`src/rtl/wsd_pkg.sv`:
```
package wsd_pkg;

    // Classification of one presented access relative to the tracked line.
    typedef enum logic [2:0] {
        EV_NONE,        // no access this cycle
        EV_SAME,        // store to the tracked line
        EV_SEQ,         // store to the next line after a complete tracked line
        EV_BREAK,       // any other store
        EV_LOAD_HIT,    // load to the tracked line
        EV_LOAD_OTHER   // load elsewhere
    } wsd_ev_e;

    function automatic logic ev_is_store(wsd_ev_e ev);
        return (ev == EV_SAME) || (ev == EV_SEQ) || (ev == EV_BREAK);
    endfunction

endpackage

```
`src/rtl/wsd_classify.sv`:
```
module wsd_classify
    import wsd_pkg::*;
#(
    parameter int unsigned LINE_AW = 26
) (
    input  logic               acc_valid,
    input  logic               acc_write,
    input  logic [LINE_AW-1:0] acc_line,
    input  logic               trk_valid,
    input  logic [LINE_AW-1:0] trk_line,
    input  logic               trk_full,
    output wsd_ev_e            ev
);
    localparam logic [LINE_AW-1:0] ONE = {{(LINE_AW-1){1'b0}}, 1'b1};

    logic hit_same;
    logic hit_next;

    always_comb begin
        hit_same = trk_valid && (acc_line == trk_line);
        hit_next = trk_valid && trk_full && (acc_line == (trk_line + ONE));
        if (!acc_valid) begin
            ev = EV_NONE;
        end else if (!acc_write) begin
            ev = hit_same ? EV_LOAD_HIT : EV_LOAD_OTHER;
        end else if (hit_same) begin
            ev = EV_SAME;
        end else if (hit_next) begin
            ev = EV_SEQ;
        end else begin
            ev = EV_BREAK;
        end
    end
endmodule

```
`src/rtl/wsd_cover.sv`:
```
module wsd_cover #(
    parameter int unsigned LINE_BYTES = 64
) (
    input  logic [LINE_BYTES-1:0] mask_q,
    input  logic [LINE_BYTES-1:0] be,
    input  logic                  restart,
    output logic [LINE_BYTES-1:0] mask_d,
    output logic                  full_q,
    output logic                  completes
);
    logic full_d;

    always_comb begin
        mask_d    = restart ? be : (mask_q | be);
        full_q    = &mask_q;
        full_d    = &mask_d;
        // A line completes once: on the access that makes it full.
        completes = full_d && (restart || !full_q);
    end
endmodule

```
`src/rtl/wsd_run.sv`:
```
module wsd_run #(
    parameter int unsigned THRESH = 4,
    localparam int unsigned CNT_W = $clog2(THRESH + 1)
) (
    input  logic [CNT_W-1:0] cnt_q,
    input  logic             clear,
    input  logic             bump,
    output logic [CNT_W-1:0] cnt_d,
    output logic             reached
);
    localparam logic [CNT_W-1:0] LIMIT = CNT_W'(THRESH);
    localparam logic [CNT_W-1:0] ONE   = {{(CNT_W-1){1'b0}}, 1'b1};

    logic [CNT_W-1:0] base;

    always_comb begin
        base    = clear ? '0 : cnt_q;
        cnt_d   = base;
        reached = 1'b0;
        if (bump) begin
            if (base != LIMIT) begin
                cnt_d = base + ONE;
            end
            reached = (cnt_d == LIMIT);
        end
    end
endmodule

```
`src/rtl/wstream_detect.sv`:
```
module wstream_detect
    import wsd_pkg::*;
#(
    parameter int unsigned LINE_AW    = 26,
    parameter int unsigned LINE_BYTES = 64,
    parameter int unsigned THRESH     = 4
) (
    input  logic                  clk,
    input  logic                  rst_n,
    input  logic                  acc_valid,
    input  logic                  acc_write,
    input  logic [LINE_AW-1:0]    acc_line,
    input  logic [LINE_BYTES-1:0] acc_be,
    input  logic                  acc_miss,
    output logic                  stream_mode,
    output logic                  miss_fill,
    output logic                  miss_bypass
);
    localparam int unsigned CNT_W = $clog2(THRESH + 1);

    typedef struct packed {
        logic                  trk_valid;
        logic [LINE_AW-1:0]    trk_line;
        logic [LINE_BYTES-1:0] trk_mask;
        logic [CNT_W-1:0]      run;
        logic                  stream;
    } wsd_state_t;

    wsd_state_t st_q, st_d;

    wsd_ev_e               ev;
    logic                  trk_full;
    logic [LINE_BYTES-1:0] mask_next;
    logic                  line_done;
    logic                  is_store;
    logic                  restart;
    logic                  run_clear;
    logic [CNT_W-1:0]      run_next;
    logic                  run_hit;

    wsd_classify #(.LINE_AW(LINE_AW)) u_classify (
        .acc_valid (acc_valid),
        .acc_write (acc_write),
        .acc_line  (acc_line),
        .trk_valid (st_q.trk_valid),
        .trk_line  (st_q.trk_line),
        .trk_full  (trk_full),
        .ev        (ev)
    );

    wsd_cover #(.LINE_BYTES(LINE_BYTES)) u_cover (
        .mask_q    (st_q.trk_mask),
        .be        (acc_be),
        .restart   (restart),
        .mask_d    (mask_next),
        .full_q    (trk_full),
        .completes (line_done)
    );

    wsd_run #(.THRESH(THRESH)) u_run (
        .cnt_q   (st_q.run),
        .clear   (run_clear),
        .bump    (is_store && line_done),
        .cnt_d   (run_next),
        .reached (run_hit)
    );

    always_comb begin
        is_store  = ev_is_store(ev);
        restart   = (ev == EV_SEQ) || (ev == EV_BREAK);
        run_clear = (ev == EV_BREAK) || (ev == EV_LOAD_HIT);

        st_d = st_q;
        unique case (ev)
            EV_SAME: begin
                st_d.trk_mask = mask_next;
            end
            EV_SEQ: begin
                st_d.trk_valid = 1'b1;
                st_d.trk_line  = acc_line;
                st_d.trk_mask  = mask_next;
            end
            EV_BREAK: begin
                st_d.trk_valid = 1'b1;
                st_d.trk_line  = acc_line;
                st_d.trk_mask  = mask_next;
                st_d.stream    = 1'b0;
            end
            EV_LOAD_HIT: begin
                st_d.trk_valid = 1'b0;
                st_d.trk_mask  = '0;
                st_d.stream    = 1'b0;
            end
            EV_LOAD_OTHER: begin
                st_d.stream = 1'b0;
            end
            default: begin
            end
        endcase
        st_d.run = run_next;
        if (run_hit) begin
            st_d.stream = 1'b1;
        end
    end

    always_ff @(posedge clk) begin
        if (!rst_n) begin
            st_q <= '0;
        end else begin
            st_q <= st_d;
        end
    end

    always_comb begin
        stream_mode = st_q.stream;
        miss_fill   = acc_valid && acc_miss && (!acc_write || !st_q.stream);
        miss_bypass = acc_valid && acc_miss && acc_write && st_q.stream;
    end
endmodule

```
`config.mk`:
```
export PLATFORM = sky130hd
export DESIGN_NAME = wstream_detect
export DESIGN_NICKNAME = d
export VERILOG_FILES = /design/src/rtl/wsd_pkg.sv /design/src/rtl/wsd_classify.sv /design/src/rtl/wsd_cover.sv /design/src/rtl/wsd_run.sv /design/src/rtl/wstream_detect.sv
export SDC_FILE = /design/constraint.sdc
export NUM_CORES = 1
export LEC_CHECK = 0
export BUFFER_PORTS_ARGS = -buffer_cell sky130_fd_sc_hd__buf_2
export CAP_MARGIN = 20
export CORE_ASPECT_RATIO = 1.5
export CORE_UTILIZATION = 45
export DETAILED_ROUTE_END_ITERATION = 6
export GPL_ROUTABILITY_DRIVEN = 0
export MAX_ROUTING_LAYER = met4
export PLACE_DENSITY_LB_ADDON = 0.1
export SLEW_MARGIN = 20
export SYNTH_ARGS = -nofsm -noshare
export SYNTH_HDL_FRONTEND = slang
export SYNTH_SLANG_ARGS = --single-unit
export TNS_END_PERCENT = 100
```
`constraint.sdc`:
```
create_clock -name clk -period 8.4 [get_ports clk]
set_input_delay 1.26 -clock clk [delete_from_list [all_inputs] [get_ports clk]]
set_output_delay 1.26 -clock clk [all_outputs]
set_load 0.05 [all_outputs]
```
### Word level (Yosys, flattened, before mapping)

Index checks and enable logic that the tools add are counted.

| storage, ports and cells | value |
|---|---|
| flip-flop bits (word level) | 95 |
| bits in latches | 0 |
| bits in writable memories | 0 |
| memory bits (read-only) | 0 |
| input port bits | 95 |
| output and inout port bits | 3 |
| word-level logic and storage cells | 58 |
| memories kept | 0 |

| cells by class | value |
|---|---|
| $add $sub $neg | 2 |
| multipliers | 0 |
| div/mod/pow operators | 0 |
| $lt $le $gt $ge | 0 |
| equality and inequality tests | 9 |
| shift-type cells | 0 |
| mux-type cells | 15 |
| bitwise gates (word level) | 1 |
| reductions and logical operators | 26 |

Operators by type and width:

| operator | count |
|---|---|
| case mux 64 bit (2 select lines) | 1 |
| AND reduction 64 bit | 2 |
| 2-to-1 mux 64 bit | 1 |
| OR 64 bit | 1 |
| == test 26 bit | 2 |
| adder 26 x 1 -> 26 bit, second input constant | 1 |
| 2-to-1 mux 3 bit | 7 |
| == test 3 bit, second input constant | 3 |
| logical AND 1 bit | 9 |
| == test 3 x 2 -> 1 bit, second input constant | 2 |
| logical OR 1 bit | 6 |
| nonzero test 2 bit | 3 |
| OR reduction 3 bit | 2 |
| 2-to-1 mux 1 bit | 5 |
| adder 3 x 1 -> 3 bit, second input constant | 1 |
| == test 3 x 1 -> 1 bit, second input constant | 1 |
| zero test 1 bit | 3 |
| != test 3 bit, second input constant | 1 |
| case mux 1 bit (2 select lines) | 1 |
| OR reduction 2 bit | 1 |

### Longest topological paths before layout

Gate-level depths: netlist (run 1).

| depth | value |
|---|---|
| depth in word-level cells | 17 |
| gate-level depth with buffers | 16 |
| gate-level depth less buffers | 14 |

### Hierarchy

Synthesis (run 1) repeated with hierarchy kept, for this count alone.

| second synthesis, totals | value |
|---|---|
| cells, all modules | 766 |
| area total of the unflattened synthesis | 5968.2 µm² |

Modules (own cells, without submodules):

| module | times used | cells an instance | area an instance (µm²) | seq. area each (µm²) |
|---|---|---|---|---|
| wstream_detect | 1 | 421 | 3602.2 | 1901.8 |
| wsd_classify | 1 | 164 | 1148.6 | 0.0 |
| wsd_cover | 1 | 159 | 1077.3 | 0.0 |
| wsd_run | 1 | 22 | 140.1 | 0.0 |

### Worst setup path after synthesis (run 1)

No wires, ideal clock.

| timing path | value |
|---|---|
| kind | input-to-reg |
| start | input port acc_line[20] |
| end | register st_q (netlist bit stream_mode) |
| library setup time | 59 ps |
| data arrival time | 4184 ps |
| data required time | 8341 ps |
| setup slack | 4157 ps |
| stages | 15 |
| path buffers | 2 |
| cell sequence | xnor2_1 -> nand4_1 -> or4_1 -> buf_2 -> clkbuf_1 -> nor2_1 -> xor2_1 -> nand2_1 -> a31o_2 -> nand2_1 -> inv_1 -> ha_1 -> nor2b_1 -> a2111oi_0 -> a31o_1 |

| on the way | value |
|---|---|
| word-level cells in the longest chain between the ends | 15 |
| elaborated cells on any way between the ends | 33 |
| those cells by class | add/sub (1); eq/ne (9); mux (11); reduce/logical (12) |

Ends and longest elaborated chain:

| what | RTL line | source |
|---|---|---|
| start, declared | wstream_detect.sv:12 | `input logic [LINE_AW-1:0] acc_line,` |
| == test 26 bit | wsd_classify.sv:21 | `hit_next = trk_valid && trk_full && (acc_line == (trk_line + ONE));` |
| logical AND 1 bit | wsd_classify.sv:21 |  |
| 2-to-1 mux 1 bit | wsd_classify.sv:28 | `end else if (hit_next) begin` |
| 2-to-1 mux 3 bit | wsd_classify.sv:26 | `end else if (hit_same) begin` |
| 2-to-1 mux 3 bit (*) | wsd_classify.sv:24 | `end else if (!acc_write) begin` |
| 2-to-1 mux 3 bit (*) | wsd_classify.sv:22 | `if (!acc_valid) begin` |
| == test 3 x 2 -> 1 bit / == test 3 bit (equally long branches) | -- |  |
| logical OR 1 bit | wstream_detect.sv:71 | `run_clear = (ev == EV_BREAK) \|\| (ev == EV_LOAD_HIT);` |
| 2-to-1 mux 3 bit | wsd_run.sv:17 | `base = clear ? '0 : cnt_q;` |
| adder 3 x 1 -> 3 bit / != test 3 bit (equally long branches) | wsd_run.sv:22, wsd_run.sv:21 |  |
| 2-to-1 mux 3 bit | wsd_run.sv:21 | `if (base != LIMIT) begin` |
| 2-to-1 mux 3 bit | wsd_run.sv:20 | `if (bump) begin` |
| == test 3 bit | wsd_run.sv:24 | `reached = (cnt_d == LIMIT);` |
| 2-to-1 mux 1 bit | wsd_run.sv:20 |  |
| 2-to-1 mux 1 bit / nonzero test 2 bit (equally long branches) | -- |  |
| end signal, assigned | wstream_detect.sv:110 | `st_q <= st_d;` |
| end, declared | wstream_detect.sv:29 | `wsd_state_t st_q, st_d;` |

Every way passes the cells marked *; elsewhere a longest branch is shown, timed or not. The select of a mux whose other input is x is not followed.
A chain may end at the register's enable or synchronous reset.

### Worst setup path in the final report (run 1)

Same ends and word-level chain as after synthesis.

==> reports/results.ini, run 1 <==
[cts]
inserted_clock_buffers=9
clock_path_buffers=2
cts.repair.resized=0
source_to_sink_clock_delay_at_the_later_pin_of_the_worst_skew_pair_ns=0.34
cts.clk_slew.worst_paths_ns=0.07
postCtsHoldBufs=0
number_of_post_cts_setup_repair_buffers=0
clock-root-buffer=clkbuf_16
h-tree-depth=3
clock_tree_from_tritoncts=built
tritoncts_num_sinks=95

[pwr]
power.share.sequential=0.445
internal-power_uw=804
ir_worst_vdd_uv=76.2
p_clk_frac=0.406
power.density_nw_per_um2=172
net-switching-power_uw=317
switch_share=0.283
leakage_nw=2.26
power_frac_comb=0.149

[drt]
avgViaCountPerCell=6.54
num_vias=6300
wl_per_cell_um=19.9
routed_wl_um=19200
detailedRoute.firstIterationViolations=566
ant_nets=0
detailedRoute.firstPassIterationCount=5
detail_route.drc_violations=0

[synthesis]
post_synth_num_cell_types=66
synth_compound_area_frac=0.257
synthesis.nets=840
number_of_synthesized_register_bits=95
synthAdderAreaFrac=0.00663
synth_simple_gate_area_frac=0.289
post_synth_inst_count=742
post_synth_xor_area_fraction=0.0597
asyncSetResetFlopFracSynth=0
top_flip_flop_cell_by_instance_count_after_synthesis=dfxtp_1
post_synth.cell_area_avg_um2=7.63
seq_area_frac_synth=0.336
syn-cell-area_um2=5660
post_synth_edffs=0
synthesis.yosys.warnings=0
combinational_family_with_the_most_area_after_synthesis=simple AND/OR/NAND/NOR gates
yosys-mux-area-fraction=0.00530

[layout]
final_core_util=0.537
layout.nets=904
number_of_antenna_cells_inserted=0
finalNonFillerCells=964
total_area_of_multi_input_combinational_cells_um2=3500
regArea_um2=1900
syn2layout_area_growth_pct=15.2
fillerInstances=1219
drive_above_1_share=0.169

[timing]
finalSetupViolCount=0
timing.max_slew.rel_slack=0.311
worstMarginPinSlew_ns=1.03
slew_viol_final=0
max_freq_mhz=195
clock-skew-final_ns=0.00474
report.final.hold_viol_count=0
final_min_period_over_clock_period=0.611
grt_setup_unrepaired=false
setup_total_negative_slack_ns=0
final_period_minus_worst_setup_slack_ns=5.13

[global_routing]
antenna_found_initial=0
largest_net_degree_at_the_start_of_global_routing=96
track_usage=0.303
vias_in_the_first_global_route=5852
global_route_wire_length_before_repair_um=30100
overflow=0

[die]
fp.dieH_um=139
num_rows=49
fp.dieArea_um2=13000
initial_core_util=0.466
floorplan.die.width_um=93.6
io_pins=98
coreArea_um2=12100

[critical_path]
setup.worst_path.class=in2reg
cp_data_required_time_ns=8.69
worst-endpoint-arrival_ns=5.42
critical_path.endpoint_type=register
ff2ff_path_depth=14
critPathMaxFanout=65
crit_start_category=input port

[hold_path]
hp-class=reg2reg
holdPathStages=2

[place]
numPlacedInstances=948
post-dp-hpwl_um=13900
io_buffer_count=97

[run]
maxCapViolCount=0

[outcome]
outcome=finished clean

==> area by class of cell <==
cell class,count,area share
clock buffers,11,0.0372
well taps,153,0.0294
repair buffers,105,0.0837
clock inverters,5,0.0125
multi-input cells,581,0.538
flip-flops and latches,95,0.292
inverters,14,0.00806
==> sequential cells by signal (all words and copies together) (netlist names) <==
register,cells
stream_mode,1
st_q,94
==> final timing paths <==
check	end	slack, ns	from
setup / recovery	stream_mode$_SDFFE_PN0P_	3.27	acc_line[20]
hold reg to reg	st_q[88]$_SDFFE_PN0P_	0.50	st_q[88]$_SDFFE_PN0P_
hold / removal	st_q[88]$_SDFFE_PN0P_	0.50	st_q[88]$_SDFFE_PN0P_
setup reg to reg	stream_mode$_SDFFE_PN0P_	3.86	st_q[76]$_SDFFE_PN0P_
==> synth_stat cells (all sizes together) (2+ instances only) <==
| master | count | area, µm² |
|---|---|---|
| a21oi | 60 | 300 |
| ha | 3 | 37.5 |
| a31oi | 4 | 25.0 |
| nand3b | 2 | 15.0 |
| nand4 | 72 | 450 |
| a22oi | 66 | 495 |
| a311oi | 2 | 23.8 |
| and2 | 5 | 31.3 |
| inv | 14 | 52.6 |
| nand3 | 21 | 105 |
| xor2 | 14 | 123 |
| or4 | 4 | 30.0 |
| mux2i | 3 | 30.0 |
| o211ai | 3 | 22.5 |
| buf | 12 | 61.3 |
| a31o | 2 | 17.5 |
| o22ai | 16 | 100 |
| nor4 | 23 | 159 |
| or2 | 2 | 12.5 |
| and3 | 6 | 37.5 |
| a211o | 2 | 17.5 |
| nor3b | 2 | 15.0 |
| nand2 | 77 | 292 |
| nand4bb | 2 | 22.5 |
| nor3 | 10 | 50.1 |
| dfxtp | 95 | 1900 |
| o21ai | 41 | 216 |
| and4 | 4 | 35.0 |
| clkbuf | 40 | 150 |
| nor2 | 76 | 285 |
| nand4b | 2 | 17.5 |
| a21o | 2 | 15.0 |
| o21a | 4 | 30.0 |
| xnor2 | 22 | 215 |
| or3 | 3 | 18.8 |
| nor2b | 3 | 18.8 |
| a2111oi | 5 | 62.6 |
==> worst max-delay path: stages <==
cell	delay (ns)
buf_2	0.11
xnor2_1	0.35
nand4_1	0.14
or4_1	0.92
nor2_1	0.47
xor2_1	0.24
nand2_2	0.07
buf_4	0.33
a31o_2	0.35
nand2_1	0.09
inv_1	0.05
ha_1	0.21
nor2b_1	0.15
a2111oi_0	0.41
a31o_1	0.20
==> stage by stage <==
step / power, mW / hold WS, ns / area (µm²) / worst slack (ns)
after detailed placement: 0.672 / 0.483 / 6200 / 2.99
after global routing: 1.16 / 0.502 / 6520 / 2.95
final: 1.12 / 0.495 / 6520 / 3.27
after CTS: 1.12 / 0.492 / 6520 / 3.34
after global placement: 0.668 / 0.474 / 6200 / 3.13
after floorplan: 0.599 / 0.461 / 5660 / 4.16
==> cell families after synthesis <==
family / count (synthesis)
buf+inv: 66
xor+xnor: 36
flops: 95
fa+ha+maj: 3
simple gates: 318
mux: 3
compound gates: 221
==> power by group through the flow <==
stage | Combinational, mW | Clock [mW] | Sequential, mW
final | 0.167 | 0.455 | 0.499
after global routing | 0.181 | 0.481 | 0.501
after CTS | 0.164 | 0.457 | 0.498
after detailed placement | 0.163 | 0 | 0.508
after global placement | 0.161 | 0 | 0.507
after floorplan | 0.103 | 0 | 0.497
==> layout by cell type, fill, tap and decap left out, types with 6 or more instances in the layout <==
cell type / n
buf_2: 97
nand3_1: 21
xor2_1: 14
a22oi_1: 66
o22ai_1: 16
nand2_1: 75
and3_1: 6
nor4_1: 22
nor3_1: 9
xnor2_1: 19
clkbuf_16: 9
inv_1: 13
buf_4: 8
nor2_1: 76
dfxtp_1: 95
nand4_1: 72
o21ai_0: 40
a21oi_1: 60
==> routing by layer <==
layer,up-vias,global-route usage,part of all wire
met5,-,-,0
li1,2936,-,-
met1,2970,0.340,0.37
met3,73,0.0383,0.060
met2,321,0.523,0.52
met4,0,0.145,0.049
(Power assumes the default switching activity.)
==> run 2: changes to the inputs <==
--- a/config.mk
+++ b/config.mk
@@ -5,6 +5,7 @@
 export SDC_FILE = /design/constraint.sdc
 export NUM_CORES = 1
 export LEC_CHECK = 0
+export ABC_AREA = 1
 export BUFFER_PORTS_ARGS = -buffer_cell sky130_fd_sc_hd__buf_2
 export CAP_MARGIN = 20
 export CORE_ASPECT_RATIO = 1.5
==> constraint.sdc (replaced) <==
create_clock -name clk -period 4.9 [get_ports clk]
set_input_delay 0.735 -clock clk [delete_from_list [all_inputs] [get_ports clk]]
set_output_delay 0.735 -clock clk [all_outputs]
set_load 0.05 [all_outputs]
==> run 2 against run 1 <==
  * First-iteration DRC count down 44%
  * Clock-buffer cell count up 1
  * Area after synthesis up 7.3%
  * Critical path depth up 8
  * Combinational power up 72%
  * Flip-flop and latch count unchanged
  * Critical endpoint unchanged
  * Non-clock buffer count down 2
  * Largest power group unchanged
  * Global-route usage down 5.6 points
  * Setup slack worse by 1.7 ns
  * Wire length down 15%
  * Utilization down 0.82 points
==> reports/results.ini, run 2 <==
[pwr]
ir_worst_vdd_uv=177
leakage_nw=3.18
total_power_mw=1.88
power.density_nw_per_um2=271

[timing]
report.final.hold_viol_count=0
slew_viol_final=0
hold_slack_ns=0.486
timing.final.ws_setup_ns=1.59
clock-skew-final_ns=0.00708
worstMarginPinSlew_ns=0.815
setup_total_negative_slack_ns=0
finalSetupViolCount=0
max_freq_mhz=302
final_period_minus_worst_setup_slack_ns=3.31
timing.max_slew.rel_slack=0.456
final_min_period_over_clock_period=0.676
grt_setup_unrepaired=false

[critical_path]
cp_data_required_time_ns=5.10
setup.worst_path.class=reg2reg
worst-endpoint-arrival_ns=3.51
crit_start_category=register
critPathMaxFanout=7
critical_path.endpoint_type=register

[synthesis]
seq_area_frac_synth=0.313
post_synth_num_cell_types=35
yosys-top-cells-count=nand2_1 (362), inv_1 (121), a21oi_1 (112)
post_synth_edffs=0
yosys-mux-area-fraction=0
post_synth_xor_area_fraction=0.0101
synthAdderAreaFrac=0.00618
asyncSetResetFlopFracSynth=0
synth_top_cells_by_area=dfxtp_1 (31%), nand2_1 (22%), a21oi_1 (9.2%)
synthesis.nets=1137
yosysTopAreaCellShare=0.313
netlist.top_cell.by_area=dfxtp_1
post_synth_inst_count=1039
syn-cell-area_um2=6070
synthMostInstantiatedCell=nand2_1
synthesis.yosys.warnings=0
top_flip_flop_cell_by_instance_count_after_synthesis=dfxtp_1
synth_compound_area_frac=0.129
combinational_family_with_the_most_area_after_synthesis=simple AND/OR/NAND/NOR gates
number_of_synthesized_register_bits=95
post_synth.cell_area_avg_um2=5.85
synth_simple_gate_area_frac=0.431

[drt]
ant_nets=0
detailedRoute.firstIterationViolations=319
routed_wl_um=16300
wl_per_cell_um=12.8
detailedRoute.firstPassIterationCount=7
num_vias=6386
detail_route.drc_violations=0
avgViaCountPerCell=5.01

[layout]
largest_reg_flops=94
layout.cells.most_common_list=nand2_1 (361), inv_1 (119), a21oi_1 (112)
syn2layout_area_growth_pct=13.9
finalNonFillerCells=1275
mostFrequentLayoutCell=nand2_1
drive_above_1_share=0.142
number_of_antenna_cells_inserted=0
registers.top_by_ff_count=st_q
final_area_um2=6920
final_core_util=0.529
fillerInstances=1435
layout.nets=1209

[die]
fp.dieArea_um2=14000
fp.dieH_um=144
floorplan.die.width_um=96.9
coreArea_um2=13100
num_rows=51
io_pins=98
initial_core_util=0.464

[outcome]
outcome=finished clean

[cts]
clock_tree_from_tritoncts=built
cts.repair.resized=0
tritoncts_num_sinks=95
clock-root-buffer=clkbuf_16
postCtsHoldBufs=0
number_of_post_cts_setup_repair_buffers=0
source_to_sink_clock_delay_at_the_later_pin_of_the_worst_skew_pair_ns=0.35
clock_path_buffers=2
cts.clk_slew.worst_paths_ns=0.07
h-tree-depth=3
inserted_clock_buffers=9

[run]
maxCapViolCount=0

[place]
dp_slack_ns=1.24
post-dp-hpwl_um=11700
io_buffer_count=97
numPlacedInstances=1259
placedInstanceArea_um2=6610

[global_routing]
overflow=0
antenna_found_initial=0
track_usage=0.247
global_route_wire_length_before_repair_um=27300
vias_in_the_first_global_route=5914
largest_net_degree_at_the_start_of_global_routing=85

[hold_path]
hp-class=reg2reg

-- run 2: changes by cell type after synthesis, moves of 10 or more --
cell and delta:
a21oi_1 +52, a22oi_1 -66, clkbuf_1 -12, inv_1 +107, nand2_1 +286, nand3_1 +77
nand4_1 -56, nor2_1 +17, nor4_1 -21, o21ai_0 -11, o22ai_1 -16, or2_2 +20
xnor2_1 -16, xor2_1 -10
-- run 2: power by group --
group	internal, mW	switching, mW	leakage [nW]
clock	0.425	0.312	0.145
sequential	0.814	0.0364	0.779
combinational	0.113	0.175	2.25
-- run 2: final timing paths --
kind,from,to,slack [ns],cells past startpoint
setup / recovery,st_q[68]$_SDFFE_PN0P_,stream_mode$_SDFFE_PN0P_,1.59,23
hold / removal,st_q[93]$_SDFFE_PN0P_,st_q[93]$_SDFFE_PN0P_,0.49,2
setup reg to reg,st_q[68]$_SDFFE_PN0P_,stream_mode$_SDFFE_PN0P_,1.59,23
hold reg to reg,st_q[93]$_SDFFE_PN0P_,st_q[93]$_SDFFE_PN0P_,0.49,2
-- run 2: layer usage --
layer | wire length, µm | vias up | track usage
met2 | 8530 | 137 | 0.445
met1 | 6850 | 2816 | 0.288
met5 | 0 | - | -
met3 | 598 | 15 | 0.0261
met4 | 303 | 0 | 0.0770
li1 | - | 3418 | -
-- run 2: cell families after synthesis --
family | count (synthesis)
AND/OR/NAND/NOR | 614
flip-flops | 95
buffers and inverters | 168
adder cells (fa/ha/maj) | 3
AO/OA/AOI/OAI | 152
XOR/XNOR | 7
-- run 2: final cells by class --
| cell class | count | area (µm²) | area share |
|---|---|---|---|
| sequential | 95 | 1900 | 0.275 |
| clock inverter | 4 | 53.8 | 0.00778 |
| inverter | 126 | 473 | 0.0684 |
| timing repair buffer | 103 | 531 | 0.0767 |
| multi-input combinational | 776 | 3500 | 0.507 |
| tap | 159 | 199 | 0.0288 |
| clock buffer | 12 | 256 | 0.0371 |
-- run 2: worst max-delay path, stage by stage, from the launching register on --
cell and delay (ns):
dfxtp_1 0.42, ha_1 0.23, inv_1 0.10, nor2_4 0.21
nand2_1 0.18, nor2_2 0.24, nand3b_1 0.10, nand2_1 0.07
nand2_1 0.05, nor2_1 0.14, nand3_1 0.13, nor2_1 0.10
nor2_1 0.05, nor2_2 0.19, inv_2 0.05, nor2_2 0.13
inv_1 0.06, ha_1 0.22, nor2_1 0.12, nand4_1 0.10
nand2_1 0.08, inv_1 0.05, nand4_1 0.09, a21oi_1 0.06
==> run 3: changes to the inputs <==
==> constraint.sdc (replaced) <==
create_clock -name clk -period 2.7 [get_ports clk]
set_input_delay 0.405 -clock clk [delete_from_list [all_inputs] [get_ports clk]]
set_output_delay 0.405 -clock clk [all_outputs]
set_load 0.05 [all_outputs]
==> run 3 against run 2 <==
  * The run now ends with negative setup slack left
  * Design area grew 14%
  * Total power rose by 84%
  * Non-clock buffer count up 82
  * Clock power up 68%
  * Register-to-register slack lost 1.6 ns
  * Die area unchanged
  * Setup slack worse by 1.6 ns
  * Largest cell class unchanged
==> reports/results.ini, run 3 (synthesis results as in run 2) <==
[timing]
max_freq_mhz=370
clock-skew-final_ns=0.0113
final_min_period_over_clock_period=1.00
slew_viol_final=0
timing.max_slew.rel_slack=0.453
timing.final.ws_setup_ns=-0.00248
final_period_minus_worst_setup_slack_ns=2.70
grt_setup_unrepaired=true
report.final.hold_viol_count=0
finalSetupViolCount=1
worstMarginPinSlew_ns=0.821
hold_slack_ns=0.344

[pwr]
p_clk_frac=0.359
total_power_mw=3.44
switch_share=0.298
power.density_nw_per_um2=438
power_frac_comb=0.194
net-switching-power_mw=1.02
leakage_nw=3.66
internal-power_mw=2.42
power.share.sequential=0.447
ir_worst_vdd_uv=399

[drt]
wl_per_cell_um=12.9
ant_nets=0
routed_wl_um=17400
detailedRoute.firstPassIterationCount=5
num_vias=6805
avgViaCountPerCell=5.01
detailedRoute.firstIterationViolations=280
detail_route.drc_violations=0

[die]
fp.dieH_um=144
fp.dieArea_um2=14000
initial_core_util=0.464
coreArea_um2=13100
num_rows=51
io_pins=98
floorplan.die.width_um=96.9

[place]
io_buffer_count=97
dp_slack_ns=-0.152
placedInstanceArea_um2=7170
post-dp-hpwl_um=12800

[critical_path]
cpMostUsedCell=inv_2
setup.worst_path.class=reg2reg
crit_start_category=register
crit_family=simple AND/OR/NAND/NOR gates
critical_path.endpoint_type=register
critPathMaxFanout=4
cpPeakStageDelay_ns=0.41
critical_path.n_buffers_inverters=4
worst-endpoint-arrival_ns=2.92
cp_data_required_time_ns=2.91
cp_cell_sequence=inv_1 > nor3_1 > nand3_1 > nand2_2 > nand2_1 > nor2_2 > nand3_2 > nor2_1 > nor2_1 > nor2_2 > inv_2 > nor2_4 > inv_2 > ha_4 > nor2_4 > nand4_1 > nand2_1 > inv_2 > nand4_1 > a21oi_1
timing.critical_path.slowest_stage_cell=nor3_1

[cts]
postCtsHoldBufs=0
clock_tree_from_tritoncts=built
h-tree-depth=3
clock_path_buffers=2
cts.clk_slew.worst_paths_ns=0.07
inserted_clock_buffers=9
source_to_sink_clock_delay_at_the_later_pin_of_the_worst_skew_pair_ns=0.35
clock-root-buffer=clkbuf_16
tritoncts_num_sinks=95

[outcome]
failed_checks=negative setup slack
outcome=finished with violations

[global_routing]
global_route_wire_length_before_repair_um=28700
largest_net_degree_at_the_start_of_global_routing=85
antenna_found_initial=0
vias_in_the_first_global_route=6279
overflow=0
track_usage=0.259

[layout]
final_core_util=0.601
registers.top_by_ff_count=st_q
syn2layout_area_growth_pct=29.5
layout.nets=1291
drive_above_1_share=0.261
layout.cells.most_common_list=nand2_1 (333), a21oi_1 (111), inv_1 (110)
number_of_antenna_cells_inserted=0
fillerInstances=1354
largest_reg_flops=94
mostFrequentLayoutCell=nand2_1
final_area_um2=7860

[run]
maxCapViolCount=0

[hold_path]
hp-class=in2reg

-- run 3: final timing paths --
path / from / end / slack, ns / depth (start not counted)
hold / removal: acc_line[9] / st_q[77]$_SDFFE_PN0P_ / 0.34 / 3
setup reg to reg: st_q[85]$_SDFFE_PN0P_ / stream_mode$_SDFFE_PN0P_ / -0.002 / 20
hold reg to reg: st_q[93]$_SDFFE_PN0P_ / st_q[93]$_SDFFE_PN0P_ / 0.47 / 2
setup / recovery: st_q[85]$_SDFFE_PN0P_ / stream_mode$_SDFFE_PN0P_ / -0.002 / 20
-- run 3: tightest hold or removal path, stage by stage --
cell     delay [ns]
buf_2          0.09
o21ai_0        0.08
nor2_1         0.07
-- run 3: layout make-up --
class / instances / area, µm² / area share
clock buffer: 10 / 229 / 0.0291
clock inverter: 6 / 53.8 / 0.00684
tap: 159 / 199 / 0.0253
timing repair buffer: 185 / 1270 / 0.162
inverter: 126 / 473 / 0.0602
sequential: 95 / 1920 / 0.244
multi-input combinational: 776 / 3720 / 0.473
-- run 3: power by group through the flow --
stage | Combinational (mW) | Sequential (mW) | Clock, mW
finish | 0.670 | 1.54 | 1.24
global placement | 0.616 | 1.57 | 0
global route | 0.754 | 1.55 | 1.31
CTS | 0.633 | 1.54 | 1.26
floorplan | 0.370 | 1.56 | 0
detailed placement | 0.619 | 1.57 | 0
-- run 3: what timing repair did --
action,CTS,global route
gates cloned,1,1
endpoints found under the setup margin,4,4
pin swaps,9,33
buffers inserted,3,9
gates resized for setup,25,64
-- run 3: layer usage --
metal  part of all wire  wire length (µm)  track usage  vias to the layer above
li1                   -                 -            -                     3588
met1               0.41              7200        0.290                     3037
met2               0.52              9070        0.468                      145
met3              0.033               576       0.0300                       35
met4              0.035               602        0.103                        0
met5                  0                 0            -                        -
-- run 3: metrics by stage --
stage                     std cells   TNS, ns
final                          1357  -0.00248
after global routing           1357    -0.759
after CTS                      1347         0
after detailed placement       1327    -0.585
after global placement         1327    -0.560
after floorplan                1039         0
